[src/rtl/cfg_pkg.sv]
package cfg_pkg;
  localparam int P_W     = 5;
  localparam int N_W     = 3;
  localparam int M_W     = 10;
  localparam int FRAME_W = P_W + N_W + M_W;
  localparam int R_W     = 6;

  typedef struct packed {
    logic [P_W-1:0] pre;
    logic [N_W-1:0] ncode;
    logic [M_W-1:0] mult;
  } cfg_t;

  localparam cfg_t CFG_DEFAULT = '{pre: 5'b11011, ncode: 3'b011, mult: 10'b1100100000};

  function automatic logic n_code_ok(input logic [N_W-1:0] n);
    case (n)
      3'b000, 3'b110, 3'b111: n_code_ok = 1'b0;
      default:                n_code_ok = 1'b1;
    endcase
  endfunction

  function automatic logic [R_W-1:0] ratio_of(input logic [N_W-1:0] n);
    ratio_of = {{(R_W-1){1'b0}}, 1'b1} << n;
  endfunction

  function automatic cfg_t unpack_frame(input logic [FRAME_W-1:0] f);
    unpack_frame = cfg_t'(f);
  endfunction
endpackage

[src/rtl/line_sync.sv]
module line_sync #(
  parameter int LINES  = 3,
  parameter int STAGES = 2
) (
  input  logic             clk,
  input  logic             rst_n,
  input  logic [LINES-1:0] raw,
  output logic [LINES-1:0] level
);
  logic [LINES-1:0] chain [STAGES];

  generate
    for (genvar g = 0; g < STAGES; g++) begin : g_stage
      if (g == 0) begin : g_first
        always_ff @(posedge clk or negedge rst_n)
          if (!rst_n) chain[g] <= '0;
          else        chain[g] <= raw;
      end else begin : g_next
        always_ff @(posedge clk or negedge rst_n)
          if (!rst_n) chain[g] <= '0;
          else        chain[g] <= chain[g-1];
      end
    end
  endgenerate

  assign level = chain[STAGES-1];
endmodule

[src/rtl/edge_detect.sv]
module edge_detect #(
  parameter int W = 2
) (
  input  logic         clk,
  input  logic         rst_n,
  input  logic [W-1:0] lvl,
  output logic [W-1:0] rise
);
  logic [W-1:0] prev_q;

  always_ff @(posedge clk or negedge rst_n)
    if (!rst_n) prev_q <= '0;
    else        prev_q <= lvl;

  assign rise = lvl & ~prev_q;

  // a level held high yields one event only
  p_rise_single_r9: assert property (@(posedge clk) disable iff (!rst_n)
    (rise != '0) |=> ((rise & $past(rise)) == '0));
endmodule

[src/rtl/frame_shifter.sv]
module frame_shifter
  import cfg_pkg::*;
(
  input  logic               clk,
  input  logic               rst_n,
  input  logic               shift_evt,
  input  logic               data_bit,
  output logic [FRAME_W-1:0] word
);
  logic [FRAME_W-1:0] word_q;

  always_ff @(posedge clk or negedge rst_n)
    if (!rst_n)         word_q <= FRAME_W'(CFG_DEFAULT);
    else if (shift_evt) word_q <= {word_q[FRAME_W-2:0], data_bit};

  assign word = word_q;

  // newest bit enters at the bottom, older bits move up by one
  p_shift_in_r2: assert property (@(posedge clk) disable iff (!rst_n)
    shift_evt |=> (word_q[0] == $past(data_bit)) &&
                  (word_q[FRAME_W-1:1] == $past(word_q[FRAME_W-2:0])));
  p_shift_idle_r2: assert property (@(posedge clk) disable iff (!rst_n)
    !shift_evt |=> $stable(word_q));
endmodule

[src/rtl/cfg_holder.sv]
module cfg_holder
  import cfg_pkg::*;
(
  input  logic               clk,
  input  logic               rst_n,
  input  logic               load_evt,
  input  logic [FRAME_W-1:0] word,
  output cfg_t               cfg,
  output logic               code_err
);
  cfg_t cfg_q;
  cfg_t incoming;
  logic incoming_ok;
  logic err_q;

  assign incoming    = unpack_frame(word);
  assign incoming_ok = n_code_ok(incoming.ncode);

  always_ff @(posedge clk or negedge rst_n)
    if (!rst_n) begin
      cfg_q <= CFG_DEFAULT;
      err_q <= 1'b0;
    end else if (load_evt) begin
      cfg_q.pre  <= incoming.pre;
      cfg_q.mult <= incoming.mult;
      if (incoming_ok) cfg_q.ncode <= incoming.ncode;
      err_q <= !incoming_ok;
    end

  assign cfg      = cfg_q;
  assign code_err = err_q;

  p_hold_stable_r3: assert property (@(posedge clk) disable iff (!rst_n)
    !load_evt |=> $stable(cfg_q) && $stable(err_q));
  p_bad_code_kept_r5: assert property (@(posedge clk) disable iff (!rst_n)
    (load_evt && !incoming_ok) |=> err_q && (cfg_q.ncode == $past(cfg_q.ncode)));
  p_never_reserved_r5: assert property (@(posedge clk) disable iff (!rst_n)
    n_code_ok(cfg_q.ncode));
  p_good_code_clears_r6: assert property (@(posedge clk) disable iff (!rst_n)
    (load_evt && incoming_ok) |=> !err_q && (cfg_q.ncode == $past(incoming.ncode)));
endmodule

[src/rtl/synth_cfg_loader.sv]
module synth_cfg_loader
  import cfg_pkg::*;
#(
  parameter int SYNC_STAGES = 2
) (
  input  logic           clk,
  input  logic           rst_n,
  input  logic           ser_data,
  input  logic           ser_clk,
  input  logic           ser_load,
  output logic [P_W-1:0] pre_div,
  output logic [M_W-1:0] fb_mult,
  output logic [N_W-1:0] out_code,
  output logic [R_W-1:0] out_ratio,
  output logic           code_err
);
  localparam int L_DATA = 0;
  localparam int L_CLK  = 1;
  localparam int L_LOAD = 2;
  localparam int LINES  = 3;

  logic [LINES-1:0]   lvl;
  logic [1:0]         rise;
  logic               shift_evt;
  logic               load_evt;
  logic [FRAME_W-1:0] word;
  cfg_t               cfg;

  line_sync #(.LINES(LINES), .STAGES(SYNC_STAGES)) u_sync (
    .clk(clk), .rst_n(rst_n),
    .raw({ser_load, ser_clk, ser_data}), .level(lvl));

  edge_detect #(.W(2)) u_edges (
    .clk(clk), .rst_n(rst_n), .lvl(lvl[L_LOAD:L_CLK]), .rise(rise));

  assign shift_evt = rise[0];
  assign load_evt  = rise[1];

  frame_shifter u_shift (
    .clk(clk), .rst_n(rst_n), .shift_evt(shift_evt),
    .data_bit(lvl[L_DATA]), .word(word));

  cfg_holder u_hold (
    .clk(clk), .rst_n(rst_n), .load_evt(load_evt), .word(word),
    .cfg(cfg), .code_err(code_err));

  assign pre_div   = cfg.pre;
  assign fb_mult   = cfg.mult;
  assign out_code  = cfg.ncode;
  assign out_ratio = ratio_of(cfg.ncode);

  // the ratio is a single power of two between 2 and 32
  p_ratio_pow2_r7: assert property (@(posedge clk) disable iff (!rst_n)
    ($countones(out_ratio) == 1) && !out_ratio[0]);
endmodule

[config.mk]
export PLATFORM = sky130hd
export DESIGN_NAME = synth_cfg_loader
export DESIGN_NICKNAME = d
export VERILOG_FILES = /design/src/rtl/cfg_pkg.sv /design/src/rtl/line_sync.sv /design/src/rtl/edge_detect.sv /design/src/rtl/frame_shifter.sv /design/src/rtl/cfg_holder.sv /design/src/rtl/synth_cfg_loader.sv
export SDC_FILE = /design/constraint.sdc
export NUM_CORES = 1
export LEC_CHECK = 0
export BUFFER_PORTS_ARGS = -buffer_cell sky130_fd_sc_hd__buf_2
export CELL_PAD_IN_SITES_DETAIL_PLACEMENT = 0
export CELL_PAD_IN_SITES_GLOBAL_PLACEMENT = 1
export CORE_UTILIZATION = 40
export CTS_BUF_LIST = sky130_fd_sc_hd__clkbuf_4 sky130_fd_sc_hd__clkbuf_8
export DETAILED_ROUTE_END_ITERATION = 7
export GPL_TIMING_DRIVEN = 0
export PLACE_DENSITY = 0.7
export SYNTH_ARGS = -nofsm -noshare
export SYNTH_HDL_FRONTEND = slang
export SYNTH_SLANG_ARGS = --single-unit
[constraint.sdc]
create_clock -name clk -period 1.6 [get_ports clk]
set_input_delay 0.16 -clock clk [delete_from_list [all_inputs] [get_ports clk]]
set_output_delay 0.16 -clock clk [all_outputs]
set_load 0.1 [all_outputs]
* Word-level counts from Yosys, hierarchy flattened
Index checks and enable logic that the tools add are counted.
** Operators by class
- Add/sub/neg operators :: 0
- Multiply operators :: 0
- Divide/modulo/power cells :: 0
- Magnitude comparators :: 0
- Equality and inequality tests :: 2
- Shift operators :: 1
- Muxes and demuxes :: 0
- Bitwise operators :: 3
- Reductions and logical operators :: 3
** Operators with widths (number)
- $eq 3x3->1 const B :: 2
- $shl 1x3->6 const A :: 1
- $logic_not 3->1 :: 1
- $reduce_or 3->1 :: 1
- $and 2x2->2 :: 1
- $not 2->2 :: 1
- $reduce_and 2->1 :: 1
- $not 1->1 :: 1
** Storage, ports and cells
- Bits in registers :: 45
- Latch bits :: 0
- RAM bits :: 0
- Bits in read-only memories :: 0
- Input port bits :: 5
- Output and inout port bits :: 25
- Word-level logic and storage cells :: 17
- Memories kept :: 0

* Depth between registers and ports, before layout
- Depth after elaboration :: 4
- Gate-level depth with buffers :: 5
- Mapped depth without buffers :: 3

* Modules after synthesis
Synthesis repeated with hierarchy kept, for this count alone.
** Second synthesis, totals
- Cell total of the unflattened synthesis :: 108
- Area, all modules :: 1786.7 um2
** By module, submodules not included
- cfg_holder :: times used 1, cells an instance 51, area each 755.7 um2, sequential area each 486.7 um2
- frame_shifter :: times used 1, cells an instance 38, area each 733.2 um2, sequential area each 461.7 um2
- line_sync :: times used 1, cells an instance 9, area each 172.7 um2, sequential area each 150.1 um2
- edge_detect :: times used 1, cells an instance 4, area each 77.6 um2, sequential area each 50.0 um2
- synth_cfg_loader :: times used 1, cells an instance 6, area each 47.5 um2, sequential area each 0.0 um2

* Worst setup path before layout
No wires, ideal clock.
- Path type :: reg2out
- Start :: register u_hold.cfg_q, in the netlist u_hold.cfg[12]
- End :: output port out_ratio[4]
- Arrival time :: 3299 ps
- Required time :: 1440 ps
- Path slack :: -1859 ps
- Stages on the path, launching flop included :: 2
- Buffers on the path :: 0
- Path through :: dfrtp_1 > nor3b_1
** Between the ends
- Word-level cells in the longest chain between the ends :: 1
** RTL lines
- from (decl) :: line cfg_holder.sv:11 : cfg_t cfg_q;
- $shl 1x3->6 :: line cfg_pkg.sv:24 : ratio_of = {{(R_W-1){1'b0}}, 1'b1} << n;
- to (decl) :: line synth_cfg_loader.sv:14 : output logic [R_W-1:0] out_ratio,
No other way between the ends.

* Worst setup path after layout
- Start :: register u_hold.cfg_q, in the netlist u_hold.cfg[10]
- End :: output port out_ratio[1]
The elaborated chain is that of the path after synthesis.

==> key figures <==
Flow run
  • Max-cap violations: 0

Timing
  • Smallest hold slack: 0.02161 ns
  • Period utilisation layout: 98.91%
  • Fmax: 631.9 MHz
  • Tmin final: 1.583 ns
  • Final worst slack: 0.01743 ns
  • Endpoints failing hold: 0
  • Slew at the pin closest to its max-slew limit: 0.9562 ns
  • # setup viols final: 0
  • RSZ-0062 raised after global routing: yes
  • Slew headroom: 36.26%
  • Fin. max-slew vios: 0
  • Layout Skew: 0.01087 ns

Status
  • Status: finished clean

Detailed routing
  • Antenna violation net count after detailed routing: 0
  • Iter 0 DRT Violations: 47
  • DR vias: 1092
  • Routed WL: 2796 um
  • Drt drc: 0
  • TritonRoute pass-1 iters: 4
  • Wire per inst: 12.16 um
  • DR vias/cell: 4.748

Yosys
  • Synthesized area per cell: 12.82 um^2
  • Sequential share of the synthesized area: 64.92%
  • Number of synthesized register bits: 45
  • Synth unique cells: 22
  • Mapped Cells: 138
  • Ys async rst share: 100.0%
  • Post-synthesis net count: 143
  • EDFF count, synth: 0
  • Synth Cell Area: 0.001769 mm^2
  • Yosys warnings: 0
  • Post-synth top flop: dfrtp_1

Floorplanning
  • Die Wd: 68.51 um
  • Full die area: 0.004693 mm^2
  • Io pins: 30
  • Die Y: 68.51 um
  • Initial Util: 42.99%
  • Area of the core: 0.004115 mm^2
  • FP Rows: 23

Layout
  • Commonest non-fill, non-tap cell in the layout: nand2_1
  • P&R area growth vs syn: 25.04%
  • Diode count: 0
  • Fillcell total: 362
  • Layout cells sized above 1: 50.00%
  • Most frequent cells in the layout: nand2_1 (46), buf_2 (28), dfrtp_1 (26)
  • Layout Nets: 184

Critical path
  • Worst Setup End Kind: primary output
  • CP Cell Sequence: nor3b_4, buf_12
  • Worst r2r src: u_edges.prev_q[0]$_DFF_PN0_
  • Crit Path Category: flip-flop to primary output
  • Worst Path Required: 1.44 ns
  • Worst setup SP type: flip-flop
  • CP max stage cell: dfstp_4
  • R2R Path End: u_shift.word[6]$_DFFE_PN0P_
  • Peak per-stage delay on the critical path: 0.69 ns
  • Critical Path AT: 1.42 ns
  • FF-to-FF path depth: 4
  • R2R setup slack: 0.38 ns
  • Crit Path Max Fanout: 8

Global routing
  • Initial antenna violation count: 0
  • GRT Total Usage: 13.96%
  • Largest net degree at the start of global routing: 46
  • Vias in the first global route: 992
  • Final global-route overflow total: 0
  • First-pass GRT wire length: 4574 um

Clocking
  • CTS Root Cell: clkbuf_8
  • H-tree levels: 2
  • Clock-pin transition on the worst setup and hold timing paths: 0.08 ns
  • Inserted Clock Buffers: 5
  • Clk sinks: 45
  • CTS tree: done
  • Clock Tree Buf Depth: 2
  • Clk_lat worst skew: 0.29 ns

Place
  • Gpl congestion: 0.6890
  • Port buffer count: 29
  • Post-detail-place hpwl: 1808 um
  • Pre-CTS setup slack: 0.1307 ns

Worst hold path
  • Hold Path Class: input pin to async pin
kinds of logic after synthesis:
logic type	count (synthesis)	synth area share (%)
flops	45	64.92
mux	18	13.58
xor+xnor	1	0.4951
compound gates	9	3.112
simple gates	58	14.71
buf+inv	7	3.182
worst max-delay path: cells and delay by family, from the launching register on:
family,cells,cell delay [ns]
buffers and inverters,1,0.20
flip-flops,1,0.69
AND/OR/NAND/NOR,1,0.24
state kept, by name, indices dropped and copies added (netlist names):
register / count
u_hold.cfg: 18
u_shift.word: 18
u_sync.chain: 3
u_sync.level: 3
u_edges.prev_q: 2
u_hold.code_err: 1
cell type report:
class                           count  area, um^2  share of cell area [%]
Sequential cell                    45        1157                   52.32
Buffer                              7       56.30                   2.545
Clock inverter                      2       10.01                  0.4525
Tap cell                           50       62.56                   2.828
Multi-Input combinational cell     86       611.8                   27.66
Clock buffer                        6       76.32                   3.450
Timing Repair Buffer               34       237.7                   10.75
metrics by stage:
step                      utilization (%)  cells  TNS (ns)  cell area, um^2
after floorplan                         -    138   -0.9824             1826
after global placement              49.41    217         0             2033
after detailed placement            49.41    217         0             2033
after CTS                           53.51    229  -0.01446             2202
after global routing                53.75    230  -0.07529             2212
final                               53.75    230         0             2212
cell usage after synthesis, types with 2 or more instances:
| master | count | area (um^2) |
|---|---|---|
| a21oi_1 | 3 | 15.01 |
| a22o_1 | 2 | 17.52 |
| and3b_1 | 2 | 17.52 |
| buf_2 | 5 | 25.02 |
| dfrtp_1 | 27 | 675.7 |
| dfstp_2 | 18 | 473.0 |
| mux2_2 | 8 | 90.09 |
| mux2_4 | 10 | 150.1 |
| nand2_1 | 46 | 172.7 |
| nor2b_1 | 2 | 12.51 |
| nor3b_1 | 3 | 22.52 |
| o21ai_0 | 2 | 10.01 |
timing repair:
| action | in CTS | in global routing |
|---|---|---|
| hold endpoints to repair | 3 | 0 |
| endpoints found under the setup margin | 7 | 7 |
| gates resized for setup | 13 | 1 |
| hold buffers | 3 | 0 |
| setup buffers | 1 | 1 |
per-layer routing:
layer,share of wire (%),GRT usage (%)
met3,4.4,5.263
met2,46,21.69
met1,48,17.26
met4,1.3,6.250
met5,0,0
how the worst max path moves through the flow:
stage / startpoint / end / slack (ns) / depth (start not counted)
2_1_floorplan: u_hold.cfg[10]$_DFFE_PN1P_ / out_ratio[1] / -0.30 / 1
3_3_place_gp: u_hold.cfg[10]$_DFFE_PN1P_ / out_ratio[1] / 0.16 / 2
3_5_place_dp: u_hold.cfg[10]$_DFFE_PN1P_ / out_ratio[1] / 0.13 / 2
4_1_cts: u_hold.cfg[10]$_DFFE_PN1P_ / out_ratio[1] / -0.009 / 2
5_1_grt: u_hold.cfg[10]$_DFFE_PN1P_ / out_ratio[1] / -0.02 / 2
6_report: u_hold.cfg[10]$_DFFE_PN1P_ / out_ratio[1] / 0.02 / 2
Power is not shown: default switching activity piles up to over one toggle a cycle in this logic, so the estimate is an artifact.
